File: src/rtl/bac_pkg.sv
package bac_pkg;

   // Which burst orders a build supports.
   typedef enum logic [1:0] {
      ORD_BOTH   = 2'd0,
      ORD_LINEAR = 2'd1,
      ORD_XOR    = 2'd2
   } order_support_e;

   // Runtime order encoding on the mode input.
   typedef enum logic {
      SEQ_LINEAR = 1'b0,
      SEQ_XOR    = 1'b1
   } seq_order_e;

endpackage

File: src/rtl/bac_start_reg.sv
module bac_start_reg #(
   parameter int ADDR_W = 20
) (
   input  logic              clk,
   input  logic              rst_n,
   input  logic              load,
   input  logic [ADDR_W-1:0] load_addr,
   output logic [ADDR_W-1:0] start_q
);

   always_ff @(posedge clk or negedge rst_n) begin
      if (!rst_n) begin
         start_q <= '0;
      end else if (load) begin
         start_q <= load_addr;
      end
   end

endmodule

File: src/rtl/bac_beat_ctr.sv
module bac_beat_ctr #(
   parameter int BURST_BITS = 2
) (
   input  logic                  clk,
   input  logic                  rst_n,
   input  logic                  restart,
   input  logic                  step,
   output logic [BURST_BITS-1:0] beat_q
);

   localparam logic [BURST_BITS-1:0] ONE = BURST_BITS'(1);

   // A restart overrides a step taken in the same cycle.
   always_ff @(posedge clk or negedge rst_n) begin
      if (!rst_n) begin
         beat_q <= '0;
      end else if (restart) begin
         beat_q <= '0;
      end else if (step) begin
         beat_q <= beat_q + ONE;
      end
   end

endmodule

File: src/rtl/bac_seq_map.sv
module bac_seq_map
   import bac_pkg::*;
#(
   parameter int             BURST_BITS = 2,
   parameter order_support_e ORDERS     = ORD_BOTH
) (
   input  logic [BURST_BITS-1:0] start_lo,
   input  logic [BURST_BITS-1:0] beat,
   input  logic                  order_sel,
   output logic [BURST_BITS-1:0] addr_lo
);

   generate
      if (ORDERS == ORD_LINEAR) begin : g_lin_only
         logic unused_sel;
         assign unused_sel = order_sel;
         assign addr_lo    = start_lo + beat;
      end else if (ORDERS == ORD_XOR) begin : g_xor_only
         logic unused_sel;
         assign unused_sel = order_sel;
         assign addr_lo    = start_lo ^ beat;
      end else begin : g_both
         logic [BURST_BITS-1:0] lin_lo;
         logic [BURST_BITS-1:0] xor_lo;
         assign lin_lo = start_lo + beat;
         assign xor_lo = start_lo ^ beat;
         always_comb begin
            case (seq_order_e'(order_sel))
               SEQ_LINEAR: addr_lo = lin_lo;
               default:    addr_lo = xor_lo;
            endcase
         end
      end
   endgenerate

endmodule

File: src/rtl/burst_addr_gen.sv
module burst_addr_gen
   import bac_pkg::*;
#(
   parameter int             ADDR_W     = 20,
   parameter int             BURST_BITS = 2,
   parameter order_support_e ORDERS     = ORD_BOTH
) (
   input  logic              clk,
   input  logic              rst_n,
   input  logic              load,
   input  logic [ADDR_W-1:0] load_addr,
   input  logic              adv_n,
   input  logic              order_sel,
   output logic [ADDR_W-1:0] addr_out
);

   localparam int HI_W = ADDR_W - BURST_BITS;

   generate
      if (BURST_BITS < 1 || BURST_BITS > 8) begin : g_bad_burst
         $error("burst_addr_gen: BURST_BITS out of range");
      end
      if (HI_W < 1) begin : g_bad_width
         $error("burst_addr_gen: ADDR_W must exceed BURST_BITS");
      end
   endgenerate

   logic [ADDR_W-1:0]     start_q;
   logic [BURST_BITS-1:0] beat_q;
   logic [BURST_BITS-1:0] addr_lo;

   bac_start_reg #(.ADDR_W(ADDR_W)) u_start (
      .clk       (clk),
      .rst_n     (rst_n),
      .load      (load),
      .load_addr (load_addr),
      .start_q   (start_q)
   );

   bac_beat_ctr #(.BURST_BITS(BURST_BITS)) u_beat (
      .clk     (clk),
      .rst_n   (rst_n),
      .restart (load),
      .step    (!adv_n),
      .beat_q  (beat_q)
   );

   bac_seq_map #(.BURST_BITS(BURST_BITS), .ORDERS(ORDERS)) u_map (
      .start_lo  (start_q[BURST_BITS-1:0]),
      .beat      (beat_q),
      .order_sel (order_sel),
      .addr_lo   (addr_lo)
   );

   assign addr_out = {start_q[ADDR_W-1:BURST_BITS], addr_lo};

endmodule

File: config.mk
export PLATFORM = sky130hd
export DESIGN_NAME = burst_addr_gen
export DESIGN_NICKNAME = d
export VERILOG_FILES = /design/src/rtl/bac_pkg.sv /design/src/rtl/bac_start_reg.sv /design/src/rtl/bac_beat_ctr.sv /design/src/rtl/bac_seq_map.sv /design/src/rtl/burst_addr_gen.sv
export SDC_FILE = /design/constraint.sdc
export NUM_CORES = 1
export LEC_CHECK = 0
export BUFFER_PORTS_ARGS = -buffer_cell sky130_fd_sc_hd__buf_2
export CAP_MARGIN = 20
export CORE_ASPECT_RATIO = 0.8
export CORE_MARGIN = 3
export CORE_UTILIZATION = 45
export CTS_CLUSTER_SIZE = 12
export DETAILED_ROUTE_END_ITERATION = 6
export PLACE_DENSITY = 0.77
export SKIP_CTS_REPAIR_TIMING = 1
export SLEW_MARGIN = 20
export SYNTH_ARGS = -nofsm -noshare
export SYNTH_HDL_FRONTEND = slang
export SYNTH_SLANG_ARGS = --single-unit
File: constraint.sdc
create_clock -name clk -period 0.9 [get_ports clk]
set_input_delay 0.045 -clock clk [delete_from_list [all_inputs] [get_ports clk]]
set_output_delay 0.045 -clock clk [all_outputs]
set_load 0.05 [all_outputs]
==> results.txt <==
status = complete, but fails checks
failing checks = setup timing
Int Pwr = 1.80 mW
initial antenna violation count = 0
IO Pins = 45
WS Path Type = reg -> out
largest net degree at the start of global routing = 23
min cycle time layout = 1.39 ns
Mapped Avg Cell Area = 14.1 um^2
Ys Warns = 0
Starting Density = 0.501
drt initial violations = 10
dpl hpwl = 1190 um
cells after synthesis = 71
Slew @ Worst Pin = 0.466 ns
Worst-path clk slew = 0.12 ns
CP required = 0.85 ns
Slew Viols, Final = 0
Die X = 58.7 um
startpoint types = register
commonest non-fill, non-tap cell in the layout = buf_2
DIE AREA = 2830 um^2
PwrDens = 1680 nW/um^2
FF+latch area = 551 um^2
RSZ-0062 raised after global routing = yes
Post-Route WL = 2040 um
CP Cell Sequence = ha_4, nor2b_4, xnor2_4, buf_6
switching share of power = 0.327
Sink Count = 22
vias in the first global route = 588
Yosys cell types = 9
TritonCTS buffer count = 3
commonest non-fill, non-tap cells in the layout = 24 x buf_2, 22 x dfrtp_1, 21 x dlygate4sd3_1
HP Class = in -> reg
overall power = 2.67 mW
Die Y = 48.2 um
WL/cell = 13.4 um
Synth area leader = dfrtp_1
CP max stage cell = dfrtp_1
critical path data arrival time = 1.35 ns
Fmax achieved = 719 MHz
Via density = 4.48
Root Buffer = clkbuf_4
area grow syn2layout = 59.1%
Slew headroom = 0.689
CP Capture Type = output pin
#FFs+latches synth = 22
Final #Nets = 155
Final Hold Fails = 0
worst skew pair latency = 0.30 ns
IO Port Bufs = 44
syn_nets = 97
CP max FO = 2
Combinational Power Share = 0.372
Non-Filler Instances = 152
share of the synthesized area in the top cell type = 0.551
# fillers = 108
Multi-input gate area = 338 um^2
H-tree levels = 1
peak supply drop = 1350 uV
sequential share of the synthesized area = 0.551
placed insts = 123
mapped cell area = 1000 um^2
Inserted Diodes = 0
Crit path largest cell delay = 0.42 ns
period utilization = 1.55
setup ws final = -0.491 ns
Sequential Power Share = 0.433
Worst Skew = 0.000553 ns
1st-pass router iterations = 2
# DRC = 0
endpoints failing setup = 20
grt ovf = 0
Clk pwr share = 0.196
Core Region = 2000 um^2
Antenna Nets Post-Route = 0
LEAKAGE = 0.740 nW
top post-synthesis cells by area = dfrtp_1 55%, mux2_2 23%, buf_4 14%
layout cells sized above 1 = 0.633
hold_ws = 0.0184 ns
vias = 681
Net Sw Power = 0.875 mW
CTS tree = yes
first-pass GRT wire length = 2490 um
GP Congestion = 0.685
Row Count = 14
Clock Tree Buf Depth = 2
GRT Util Overall = 0.119
number of max-cap violations = 0
-- flip-flops by register name (all words and copies together), names as in the netlist --
register / count
u_start.start_q: 20
u_beat.beat_q: 2
-- cell type report --
cell class | instances | area share
well taps | 24 | 0.0189
multi-input cells | 29 | 0.212
repair buffers | 73 | 0.400
clock buffers | 4 | 0.0228
flip-flops and latches | 22 | 0.346
-- final timing paths --
kind / startpoint / end / slack [ns] / cells after the start
max reg2reg: u_beat.beat_q[0] / u_beat.beat_q[1] / -0.24 / 5
max in group asynchronous: rst_n / u_start.start_q[1] / 0.34 / 2
max: u_beat.beat_q[0] / addr_out[1] / -0.49 / 4
min reg2reg: u_start.start_q[3] / u_start.start_q[3] / 0.54 / 1
min in group asynchronous: rst_n / u_start.start_q[15] / 0.24 / 2
min: adv_n / u_beat.beat_q[0] / 0.02 / 3
-- Yosys cell counts --
library cell and count:
buf_4 18, nor2b_1 3, nor2_1 1, buf_6 2, xnor2_1 3, dfrtp_1 22, ha_1 1, nor3_1 1
mux2_2 20
-- logic make-up (layout without fill, tap and decap cells) --
logic type / after synthesis / count (layout) / share of synthesized area
and+or+nand+nor: 5 / 5 / 0.0275
DFF: 22 / 22 / 0.551
xor gates and xnor gates: 3 / 3 / 0.0263
muxes: 20 / 20 / 0.225
adders and majority gates: 1 / 1 / 0.0125
buffers and inverters: 20 / 77 / 0.158
-- layer usage --
metal,track usage,vias to the layer above,routed length [um]
met5,0,-,0
met4,0.0136,0,0
met1,0.141,317,767
met2,0.216,29,1090
met3,0.0503,0,178
li1,-,335,-
-- stage by stage --
| step | TNS, ns | setup slack [ns] | cell area [um^2] | util |
|---|---|---|---|---|
| after CTS | -2.48 | -0.592 | 1200 | 0.601 |
| after detailed placement | -0.332 | -0.234 | 1160 | 0.583 |
| after global placement | -0.291 | -0.211 | 1160 | 0.583 |
| after floorplan | -0.164 | -0.164 | 1030 | - |
| final | -1.31 | -0.491 | 1590 | 0.796 |
| after global routing | -2.41 | -0.575 | 1590 | 0.796 |
-- power by group through the flow --
stage / Combinational (mW) / Sequential, mW / Clock [mW]
2_1_floorplan: 0.670 / 1.14 / 0
3_3_place_gp: 0.743 / 1.14 / 0
3_5_place_dp: 0.751 / 1.15 / 0
4_1_cts: 0.752 / 1.13 / 0.545
5_1_grt: 1.04 / 1.17 / 0.591
6_report: 0.994 / 1.16 / 0.523
-- worst max-delay path: cells and delay by family, from the launching register on --
kind                       cells  cell delay, ns
xor gates and xnor gates       1            0.12
adders and majority gates      1            0.15
buffers and inverters          1            0.17
DFF                            1            0.42
and+or+nand+nor                1            0.18
No activity file was read; power rests on OpenSTA's default activity.
